--- src/rtl/sat_mac_pkg.sv ---
package sat_mac_pkg;
  typedef enum logic [2:0] {
    OP_NOP   = 3'd0,
    OP_MAC   = 3'd1,
    OP_MSC   = 3'd2,
    OP_MPY   = 3'd3,
    OP_SHIFT = 3'd4,
    OP_CLR   = 3'd5
  } mac_op_e;
endpackage

--- src/rtl/mac_multiplier.sv ---
module mac_multiplier #(
  parameter int DW = 16,
  parameter int AW = 40
) (
  input  logic [DW-1:0] a,
  input  logic [DW-1:0] b,
  input  logic          a_signed,
  input  logic          b_signed,
  input  logic          frac,
  output logic [AW-1:0] prod
);
  localparam int EW = DW + 1;
  localparam int MW = 2 * EW;
  localparam logic [DW-1:0] MINUS_ONE = {1'b1, {(DW-1){1'b0}}};
  localparam logic [AW-1:0] FRAC_MAX  = {{(AW-2*DW+1){1'b0}}, {(2*DW-1){1'b1}}};

  logic signed [EW-1:0] ea, eb;
  logic signed [MW-1:0] raw;
  logic        [MW:0]   scaled;
  logic                 corner;

  assign ea     = {a_signed & a[DW-1], a};
  assign eb     = {b_signed & b[DW-1], b};
  assign raw    = ea * eb;
  assign scaled = frac ? {raw, 1'b0} : {raw[MW-1], raw};
  assign corner = frac & a_signed & b_signed & (a == MINUS_ONE) & (b == MINUS_ONE);

  always_comb begin
    if (corner) prod = FRAC_MAX;
    else        prod = {{(AW-MW-1){scaled[MW]}}, scaled};
  end
endmodule

--- src/rtl/mac_barrel_shift.sv ---
module mac_barrel_shift #(
  parameter int AW   = 40,
  parameter int SHW  = 6,
  parameter int MAXS = 16
) (
  input  logic [AW-1:0]      acc,
  input  logic [SHW-1:0]     amt,
  output logic [AW+MAXS-1:0] wide,
  output logic               in_range
);
  localparam int WW = AW + MAXS;

  logic signed [WW-1:0] ext;
  logic        [SHW-1:0] mag;
  int                    sv;

  assign sv       = int'($signed(amt));
  assign in_range = (sv <= MAXS) && (sv >= -MAXS);
  assign mag      = amt[SHW-1] ? (~amt + 1'b1) : amt;
  assign ext      = {{MAXS{acc[AW-1]}}, acc};

  always_comb begin
    if (!in_range)       wide = ext;
    else if (amt[SHW-1]) wide = ext << mag;
    else                 wide = ext >>> mag;
  end
endmodule

--- src/rtl/mac_saturate.sv ---
module mac_saturate #(
  parameter int AW = 40,
  parameter int WW = 56,
  parameter int GW = 32
) (
  input  logic [WW-1:0] ideal,
  input  logic          sat_en,
  input  logic          super_en,
  output logic [AW-1:0] res,
  output logic          catastrophic,
  output logic          clamped
);
  logic fits_full, fits_work, neg;

  assign neg          = ideal[WW-1];
  assign fits_full    = (&ideal[WW-1:AW-1]) | ~(|ideal[WW-1:AW-1]);
  assign fits_work    = (&ideal[WW-1:GW-1]) | ~(|ideal[WW-1:GW-1]);
  assign catastrophic = ~fits_full;

  always_comb begin
    res     = ideal[AW-1:0];
    clamped = 1'b0;
    if (super_en) begin
      if (!fits_full) begin
        res     = neg ? {1'b1, {(AW-1){1'b0}}} : {1'b0, {(AW-1){1'b1}}};
        clamped = 1'b1;
      end
    end else if (sat_en && !fits_work) begin
      res     = neg ? {{(AW-GW+1){1'b1}}, {(GW-1){1'b0}}}
                    : {{(AW-GW+1){1'b0}}, {(GW-1){1'b1}}};
      clamped = 1'b1;
    end
  end
endmodule

--- src/rtl/sat_mac_engine.sv ---
module sat_mac_engine #(
  parameter int DW   = 16,
  parameter int AW   = 40,
  parameter int GW   = 32,
  parameter int SHW  = 6,
  parameter int MAXS = 16,
  parameter int NACC = 2,
  parameter int SELW = (NACC > 1) ? $clog2(NACC) : 1
) (
  input  logic                clk,
  input  logic                rst_n,
  input  logic                in_valid,
  input  logic [2:0]          op,
  input  logic [SELW-1:0]     acc_sel,
  input  logic [DW-1:0]       opa,
  input  logic [DW-1:0]       opb,
  input  logic                a_signed,
  input  logic                b_signed,
  input  logic                frac_mode,
  input  logic [SHW-1:0]      shift_amt,
  input  logic                sat_en,
  input  logic                super_en,
  output logic [NACC*AW-1:0]  acc_q,
  output logic [NACC-1:0]     guard_ovf,
  output logic [NACC-1:0]     cat_ovf,
  output logic [NACC-1:0]     sat_hit
);
  import sat_mac_pkg::*;
  localparam int WW = AW + MAXS;

  mac_op_e       op_e;
  logic [AW-1:0] acc_v [NACC];
  logic [AW-1:0] cur, prod, res;
  logic [AW:0]   sum;
  logic [WW-1:0] wide, ideal;
  logic          sh_ok, cat_now, clamp_now, upd, clr;

  assign op_e = mac_op_e'(op);
  assign cur  = acc_v[acc_sel];

  mac_multiplier #(.DW(DW), .AW(AW)) u_mul (
    .a(opa), .b(opb), .a_signed(a_signed), .b_signed(b_signed),
    .frac(frac_mode), .prod(prod)
  );

  mac_barrel_shift #(.AW(AW), .SHW(SHW), .MAXS(MAXS)) u_shift (
    .acc(cur), .amt(shift_amt), .wide(wide), .in_range(sh_ok)
  );

  assign sum = (op_e == OP_MSC) ? ({cur[AW-1], cur} - {prod[AW-1], prod})
                                : ({cur[AW-1], cur} + {prod[AW-1], prod});

  always_comb begin
    case (op_e)
      OP_MPY:   ideal = {{(WW-AW){prod[AW-1]}}, prod};
      OP_SHIFT: ideal = wide;
      default:  ideal = {{(WW-AW-1){sum[AW]}}, sum};
    endcase
  end

  mac_saturate #(.AW(AW), .WW(WW), .GW(GW)) u_sat (
    .ideal(ideal), .sat_en(sat_en), .super_en(super_en),
    .res(res), .catastrophic(cat_now), .clamped(clamp_now)
  );

  always_comb begin
    case (op_e)
      OP_MAC, OP_MSC, OP_MPY: upd = in_valid;
      OP_SHIFT:               upd = in_valid & sh_ok;
      default:                upd = 1'b0;
    endcase
    clr = in_valid & (op_e == OP_CLR);
  end

  for (genvar gi = 0; gi < NACC; gi++) begin : g_acc
    logic [AW-1:0] acc_r, acc_d;
    logic          cat_r, cat_d, sat_r, sat_d;
    logic          hit, en;

    assign hit = (acc_sel == SELW'(gi));
    assign en  = hit & (upd | clr);

    always_comb begin
      acc_d = acc_r;
      cat_d = cat_r;
      sat_d = sat_r;
      if (clr) begin
        acc_d = '0;
        cat_d = 1'b0;
        sat_d = 1'b0;
      end else if (upd) begin
        acc_d = res;
        cat_d = cat_r | cat_now;
        sat_d = sat_r | clamp_now;
      end
    end

    always_ff @(posedge clk or negedge rst_n) begin
      if (!rst_n) begin
        acc_r <= '0;
        cat_r <= 1'b0;
        sat_r <= 1'b0;
      end else if (en) begin
        acc_r <= acc_d;
        cat_r <= cat_d;
        sat_r <= sat_d;
      end
    end

    assign acc_v[gi]              = acc_r;
    assign acc_q[gi*AW +: AW]     = acc_r;
    assign cat_ovf[gi]            = cat_r;
    assign sat_hit[gi]            = sat_r;
    assign guard_ovf[gi]          = ~((&acc_r[AW-1:GW-1]) | ~(|acc_r[AW-1:GW-1]));
  end
endmodule

--- config.mk ---
export PLATFORM = sky130hd
export DESIGN_NAME = sat_mac_engine
export DESIGN_NICKNAME = d
export VERILOG_FILES = /design/src/rtl/sat_mac_pkg.sv /design/src/rtl/mac_multiplier.sv /design/src/rtl/mac_barrel_shift.sv /design/src/rtl/mac_saturate.sv /design/src/rtl/sat_mac_engine.sv
export SDC_FILE = /design/constraint.sdc
export NUM_CORES = 2
export LEC_CHECK = 0
export ABC_AREA = 0
export ABC_CLOCK_PERIOD_IN_PS = 9500
export BUFFER_PORTS_ARGS = -buffer_cell sky130_fd_sc_hd__clkbuf_2
export CAP_MARGIN = 20
export CORE_ASPECT_RATIO = 1.2
export CORE_MARGIN = 1
export CORE_UTILIZATION = 50
export DETAILED_ROUTE_END_ITERATION = 16
export GPL_TIMING_DRIVEN = 1
export HOLD_SLACK_MARGIN = 0.15
export PLACE_DENSITY = 0.64
export SLEW_MARGIN = 20
export SYNTH_ARGS = -nofsm -noshare
export SYNTH_HDL_FRONTEND = slang
export SYNTH_HIERARCHICAL = 1
export SYNTH_SLANG_ARGS = --single-unit
export TNS_END_PERCENT = 30
--- constraint.sdc ---
create_clock -name clk -period 9.5 [get_ports clk]
set_input_delay 1.9 -clock clk [delete_from_list [all_inputs] [get_ports clk]]
set_output_delay 1.9 -clock clk [all_outputs]
set_load 0.05 [all_outputs]
Word level (Yosys, flattened, before mapping)
Index checks and enable logic that the tools add are counted.
{"block": "word_totals", "wordCells": 95, "reg_bits": 84}
{"block": "classes", "n_mux": 29, "n_reduce_logical": 15, "mul": 1, "order_cmp": 3, "bitwise": 29, "eq_ne": 7, "addsub": 3, "shift": 2}
{"cell": "$mux 40", "count": 11}
{"cell": "$mux 56", "count": 2}
{"cell": "$pmux 56 s2", "count": 1}
{"cell": "$shl 56x6->56", "count": 1}
{"cell": "$sshr 40x6->56", "count": 1}
{"cell": "$add 40x40->41", "count": 1}
{"cell": "$mux 41", "count": 1}
{"cell": "$sub 40x40->41", "count": 1}
{"cell": "$mul 17x17->34", "count": 1}
{"cell": "$mux 34", "count": 1}
{"cell": "$eq 16x16->1 const B", "count": 2}
{"cell": "$reduce_and 25->1", "count": 1}
{"cell": "$reduce_or 25->1", "count": 1}
{"cell": "$reduce_and 9->1", "count": 2}
{"cell": "$reduce_or 9->1", "count": 2}
{"cell": "$reduce_and 17->1", "count": 1}
{"cell": "$reduce_or 17->1", "count": 1}
{"cell": "$mux 1", "count": 11}
{"cell": "$and 1x1->1", "count": 10}
{"cell": "$or 1x1->1", "count": 9}
{"cell": "$not 1->1", "count": 8}
{"cell": "$add 6x1->6 const B", "count": 1}
{"cell": "$eq 3x2->1 const B", "count": 2}
{"cell": "$eq 3x3->1 const B", "count": 2}
{"cell": "13 further kinds", "count": 15}

Depth between registers and ports, before layout
{"block": "depth", "ltp_word": 18, "mapped_depth": 52, "mapped_depth_nobuf": 47}

Hierarchy
The synthesis kept the hierarchy.
{"module": "mac_multiplier", "area_each_um2": 11642.4, "cells_per_inst": 1341, "n_inst": 1, "seq_area_each_um2": 0.0}
{"module": "sat_mac_engine", "area_each_um2": 7563.5, "cells_per_inst": 973, "n_inst": 1, "seq_area_each_um2": 2102.0}
{"module": "mac_barrel_shift", "area_each_um2": 6048.3, "cells_per_inst": 849, "n_inst": 1, "seq_area_each_um2": 0.0}
{"module": "mac_saturate", "area_each_um2": 590.6, "cells_per_inst": 83, "n_inst": 1, "seq_area_each_um2": 0.0}

Least setup slack after synthesis
Ideal clock, no wire load.
{"block": "synth_timing", "path_kind": "input-to-reg", "from": "input opa[7]", "to": "register g_acc[1].acc_r[1]", "setup_ns": 0.083, "t_arrival_ns": 12.193, "slack_ns": -2.776, "required_time_ns": 9.417, "stages": 48, "path_cell_list": "clkbuf_1 > clkbuf_1 > nand2_1 > fa_1 > inv_1 > fa_1 > inv_1 > fa_1 > inv_1 > fa_1 > fa_1 > inv_1 > fa_1 > inv_1 > ha_1 > nand3_1 > a2111oi_2 > a21oi_2 > [12 not listed] > a21o_1 > a21oi_1 > o21ai_0 > a21oi_1 > nor2_1 > a211oi_1 > o21ai_0 > a21oi_4 > buf_8 > nand3_2 > nand4_1 > nor4_4 > and3_1 > o32ai_1 > clkbuf_1 > o21a_1 > nand2_1 > o21ai_0"}
{"block": "synth_via", "elab_chain_cells": 16, "elab_cells_between_ends": 27, "cone_classes": "add/sub: 2; mul: 1; eq/ne: 1; mux: 11; bitwise: 6; reduce/logical: 6"}
{"element": "start: declaration", "line": "sat_mac_engine.sv:15", "source": "input logic [DW-1:0] opa,"}
{"element": "parallel branches: the longest is 3 deep, another holds $mul 17x17->34"}
{"element": "$mux 40 *", "line": "mac_multiplier.sv:29", "source": "if (corner) prod = FRAC_MAX;"}
{"element": "via prod[27]", "line": "sat_mac_engine.sv:33", "source": "logic [AW-1:0] cur, prod, res;"}
{"element": "$add 40x40->41 or $sub 40x40->41 (tied branches)", "line": "sat_mac_engine.sv:51, sat_mac_engine.sv:50"}
{"element": "$mux 41 *", "line": "sat_mac_engine.sv:50", "source": "assign sum = (op_e == OP_MSC) ? ({cur[AW-1], cur} - {prod[AW-1], prod})"}
{"element": "$pmux 56 s2 *", "line": "sat_mac_engine.sv:54", "source": "case (op_e)"}
{"element": "via ideal[50]", "line": "sat_mac_engine.sv:35", "source": "logic [WW-1:0] wide, ideal;"}
{"element": "$reduce_or 25->1", "line": "mac_saturate.sv:17", "source": "assign fits_work = (&ideal[WW-1:GW-1]) | ~(|ideal[WW-1:GW-1]);"}
{"element": "$not 1->1", "line": "mac_saturate.sv:17"}
{"element": "$or 1x1->1", "line": "mac_saturate.sv:17"}
{"element": "$logic_not 1->1", "line": "mac_saturate.sv:28", "source": "end else if (sat_en && !fits_work) begin"}
{"element": "$logic_and 1x1->1", "line": "mac_saturate.sv:28"}
{"element": "$mux 40", "line": "mac_saturate.sv:28"}
{"element": "$mux 40 *", "line": "mac_saturate.sv:23", "source": "if (super_en) begin"}
{"element": "via res[1]", "line": "sat_mac_engine.sv:33"}
{"element": "$mux 40 *", "line": "sat_mac_engine.sv:91", "source": "end else if (upd) begin"}
{"element": "$mux 40 *", "line": "sat_mac_engine.sv:87", "source": "if (clr) begin"}
{"element": "end signal: assignment", "line": "sat_mac_engine.sv:100", "source": "acc_r <= '0;"}
{"element": "end signal: assignment", "line": "sat_mac_engine.sv:104", "source": "acc_r <= acc_d;"}
{"element": "end: declaration", "line": "sat_mac_engine.sv:76", "source": "logic [AW-1:0] acc_r, acc_d;"}
Mark *: on every way through the listed nets, which the timed path passes. The select of a mux whose other input is x is not followed.
A chain may end at the register's enable or synchronous reset.

Final worst setup path
{"block": "layout_timing", "from": "input opb[5]", "to": "register g_acc[1].acc_r[5]"}
{"block": "layout_via", "elab_chain_cells": 15, "elab_cells_between_ends": 26, "cone_classes": "add/sub: 2; mul: 1; eq/ne: 1; mux: 11; bitwise: 5; reduce/logical: 6"}
{"element": "start: declaration", "line": "sat_mac_engine.sv:16", "source": "input logic [DW-1:0] opb,"}
{"element": "$mul 17x17->34 or $eq 16x16->1 (tied branches)", "line": "mac_multiplier.sv:24, mac_multiplier.sv:26"}
{"element": "$mux 34 or $and 1x1->1 (tied branches)", "line": "mac_multiplier.sv:25, mac_multiplier.sv:26"}
{"element": "$mux 40 *", "line": "mac_multiplier.sv:29"}
{"element": "via prod[27]", "line": "sat_mac_engine.sv:33"}
{"element": "$add 40x40->41 or $sub 40x40->41 (tied branches)", "line": "sat_mac_engine.sv:51, sat_mac_engine.sv:50"}
{"element": "$mux 41 *", "line": "sat_mac_engine.sv:50"}
{"element": "$pmux 56 s2 *", "line": "sat_mac_engine.sv:54"}
{"element": "via ideal[47]", "line": "sat_mac_engine.sv:35"}
{"element": "[2 not listed]"}
{"element": "$or 1x1->1", "line": "mac_saturate.sv:17"}
{"element": "$logic_not 1->1", "line": "mac_saturate.sv:28"}
{"element": "$logic_and 1x1->1", "line": "mac_saturate.sv:28"}
{"element": "$mux 40", "line": "mac_saturate.sv:28"}
{"element": "$mux 40 *", "line": "mac_saturate.sv:23"}
{"element": "via res[5]", "line": "sat_mac_engine.sv:33"}
{"element": "$mux 40 *", "line": "sat_mac_engine.sv:91"}
{"element": "$mux 40 *", "line": "sat_mac_engine.sv:87"}
Mark *: on every way through the listed nets, which the timed path passes. The rest lies on a longest branch. The select of a mux whose other input is x is not followed.

==> tab_implementation.tex <==
\begin{tabular}{lr}
\hline
Metric & Value \\
\hline
\multicolumn{2}{l}{\textbf{Run}} \\
Maximum Capacitance Violations & 0 \\
\multicolumn{2}{l}{\textbf{Routing}} \\
Initial drt markers & 2570 \\
Detailed-route wire length per cell & 24.5 µm \\
Final wirelength & 106000 µm \\
Count of antenna-violating nets left after detailed routing & 0 \\
Drt pass-1 iters & 6 \\
Average vias per placed instance & 6.21 \\
Number of vias in the routed layout & 26900 \\
DRC violation count after routing & 0 \\
\multicolumn{2}{l}{\textbf{Finish}} \\
Fraction of layout instances using a drive strength above 1 & 0.258 \\
Final-stage net count & 4156 \\
Synthesis-to-finish area growth & 22.3\% \\
Layout Utilization & 0.624 \\
\multicolumn{2}{l}{\textbf{Global routing}} \\
Global-route met2 utilization & 0.710 \\
Met3 global-route usage & 0.0515 \\
First-pass GRT wire length & 161000 µm \\
Number of antenna violations at the first check in global routing & 4 \\
Total global routing track utilization & 0.400 \\
Via count of the first global-routing pass & 27800 \\
Busiest layer in global routing & met2 \\
Congestion Overflow GR & 0 \\
Largest net degree at the start of global routing & 85 \\
Met1 usage & 0.450 \\
\multicolumn{2}{l}{\textbf{Setup path}} \\
Required @ worst endpoint & 9690 ps \\
Kind of capture point of the worst setup path & register \\
Cell type of the slowest stage on the worst timing path & sky130\_fd\_sc\_hd\_\_fa\_1 \\
Library cell appearing most often on the critical path & sky130\_fd\_sc\_hd\_\_fa\_1 \\
Startpoint kind of the worst setup timing path & input port \\
Signal arrival time at the worst endpoint & 12300 ps \\
Kind of critical path & input port to register \\
Maximum single-stage delay on the critical path & 570 ps \\
Critical path peak fanout & 7 \\
\multicolumn{2}{l}{\textbf{Floorplan}} \\
Floorplan Core Area & 50700 µm² \\
Effective utilization at floorplan & 0.510 \\
Number of standard-cell rows in the floorplan & 90 \\
Die boundary width & 210 µm \\
Number of top-level pins & 136 \\
Floorplan die area & 52600 µm² \\
Die outline height & 251 µm \\
\multicolumn{2}{l}{\textbf{Clocking}} \\
CTS Root Cell & sky130\_fd\_sc\_hd\_\_clkbuf\_16 \\
Clk\_lat worst skew & 350 ps \\
Max H-tree Level & 3 \\
Clock net sink count & 84 \\
Max Buffers Root-to-Sink & 2 \\
CTS tree & yes \\
Clk pin slew, worst setup/hold paths & 70 ps \\
Number of CTS-inserted buffers & 9 \\
\multicolumn{2}{l}{\textbf{Timing}} \\
Relative max-transition margin & 0.265 \\
Setup repair after global routing missed its margin & true \\
Final hold violation count & 0 \\
Total of endpoints with negative setup slack in the final report & 84 \\
Maximum clock frequency & 82.6 MHz \\
Post-route worst setup slack & -2600 ps \\
Worst clock skew on the final layout & 8.47 ps \\
Min cycle time layout & 12100 ps \\
Final slew viol count & 0 \\
Final total negative setup slack & -212980 ps \\
Final cycle utilization of the critical path & 1.27 \\
Worst slew pin tran & 1100 ps \\
\multicolumn{2}{l}{\textbf{Logic synthesis}} \\
Most frequent cells after synthesis & sky130\_fd\_sc\_hd\_\_nand2\_1, sky130\_fd\_sc\_hd\_\_inv\_1, sky130\_fd\_sc\_hd\_\_fa\_1 \\
Count of warnings emitted by yosys & 6 \\
Library cell occupying the most area in the post-synthesis netlist & sky130\_fd\_sc\_hd\_\_fa\_1 \\
EDFF count, synth & 0 \\
Count of state elements after synthesis & 84 \\
Most used DFF post-synth & sky130\_fd\_sc\_hd\_\_dfrtp\_1 \\
Post-synthesis instance total & 3246 \\
Post-synth cell types & 102 \\
Syn\_area\_per\_cell & 7.96 µm² \\
Cells taking the most area after synthesis & sky130\_fd\_sc\_hd\_\_fa\_1, sky130\_fd\_sc\_hd\_\_dfrtp\_1, sky130\_fd\_sc\_hd\_\_nand2\_1 \\
Library cell with the highest instance count after synthesis & sky130\_fd\_sc\_hd\_\_nand2\_1 \\
Mapped Area & 25800 µm² \\
Sequential area share after synthesis & 0.0813 \\
Area share of the leading cell type in the synthesized netlist & 0.230 \\
Synth async-reset ratio & 1.00 \\
Syn nets & 3720 \\
\multicolumn{2}{l}{\textbf{Placement}} \\
HPWL reported at the end of detailed placement & 83600 µm \\
Post-place setup slack & -3240 ps \\
Port buffer count & 135 \\
Routability congestion estimate & 1.04 \\
\multicolumn{2}{l}{\textbf{Outcome}} \\
Violations in the final reports & negative setup slack \\
Status & finished with violations \\
\multicolumn{2}{l}{\textbf{Worst hold path}} \\
Class of the worst hold path & register to register \\
\hline
\end{tabular}
==> cell type report <==
type                       instances  area, µm²
multi-input combinational       2589      22200
tap                              644        806
clock buffer                       9        225
antenna                            2       5.00
clock inverter                     7       81.3
fill                            4450      19100
sequential                        84       2100
inverter                         342       1280
timing repair buffer             656       4960
==> routing by layer <==
metal / vias up / routed length [µm]
li1: 11900 / -
met1: 13200 / 37600
met2: 1381 / 52800
met5: - / 23
met4: 4 / 7840
met3: 381 / 7730
==> worst paths after layout <==
path                       slack [ps]                              to                     startpoint  depth (start not counted)
setup / recovery                -2600   g_acc[1].acc_r[5]$_DFFE_PN0P_                         opb[5]                         52
hold / removal                    510      g_acc[0].cat_r$_DFFE_PN0P_     g_acc[0].cat_r$_DFFE_PN0P_                          2
setup reg to reg                 4050   g_acc[1].acc_r[5]$_DFFE_PN0P_  g_acc[1].acc_r[6]$_DFFE_PN0P_                         23
hold reg to reg                   510      g_acc[0].cat_r$_DFFE_PN0P_     g_acc[0].cat_r$_DFFE_PN0P_                          2
max in group asynchronous        7370  g_acc[1].acc_r[37]$_DFFE_PN0P_                          rst_n                          1
min in group asynchronous        1590   g_acc[0].acc_r[8]$_DFFE_PN0P_                          rst_n                          1
==> cells by family (layout without fill, tap and decap cells) <==
group,after synthesis,count (layout),share of synthesized area
buf+inv,573,1014,0.0919
mux,244,244,0.117
other cells,0,2,0
flops,84,84,0.0813
fa+ha+maj,424,424,0.292
xor+xnor,116,116,0.0403
compound gates,730,730,0.183
simple gates,1075,1075,0.194
==> timing repair <==
| item | 4_1_cts | 5_1_grt |
|---|---|---|
| buffers inserted | 22 | 25 |
| pin swaps | 13 | 91 |
| gates cloned | 5 | 2 |
| setup endpoints to repair | 84 | 84 |
| hold buffers | 0 | 0 |
| resized for setup | 65 | 141 |
==> layout by cell type, fill, tap and decap left out, types with 46 or more instances in the layout <==
| cell | netlist | layout |
|---|---|---|
| sky130_fd_sc_hd__mux2i_1 | 145 | 145 |
| sky130_fd_sc_hd__ha_1 | 127 | 115 |
| sky130_fd_sc_hd__a21oi_1 | 152 | 133 |
| sky130_fd_sc_hd__o21ai_0 | 226 | 147 |
| sky130_fd_sc_hd__and2_1 | 143 | 133 |
| sky130_fd_sc_hd__o21ai_1 | 7 | 78 |
| sky130_fd_sc_hd__mux2_2 | 58 | 57 |
| sky130_fd_sc_hd__a22oi_1 | 49 | 49 |
| sky130_fd_sc_hd__nor2_1 | 163 | 156 |
| sky130_fd_sc_hd__dfrtp_1 | 84 | 84 |
| sky130_fd_sc_hd__buf_4 | 20 | 489 |
| sky130_fd_sc_hd__clkbuf_2 | 1 | 125 |
| sky130_fd_sc_hd__o21a_1 | 46 | 46 |
| sky130_fd_sc_hd__nand3_1 | 63 | 57 |
| sky130_fd_sc_hd__inv_1 | 340 | 328 |
| sky130_fd_sc_hd__nand2_1 | 511 | 495 |
| sky130_fd_sc_hd__xnor2_1 | 72 | 69 |
| sky130_fd_sc_hd__fa_1 | 297 | 294 |
==> state kept, by name, indices dropped and copies added, names as in the netlist <==
signal       flops
g_acc.acc_r     80
g_acc.cat_r      2
g_acc.sat_r      2
==> stage by stage <==
| stage | hold slack [ps] | instance area, µm² | std cells |
|---|---|---|---|
| CTS | 516 | 31100 | 4304 |
| detailed placement | 500 | 30200 | 4262 |
| finish | 514 | 31600 | 4333 |
| global route | 542 | 31600 | 4333 |
| global placement | 482 | 30200 | 4262 |
| floorplan | 464 | 26400 | 3246 |
==> worst max-delay path, delay by kind of cell <==
kind | cells | cell delay, ps
compound gates | 16 | 2550
xor+xnor | 2 | 350
fa+ha+maj | 8 | 3650
buf+inv | 15 | 1700
simple gates | 11 | 2120
Power is not shown: default switching activity piles up to over one toggle a cycle in this logic, so the estimate is an artifact.
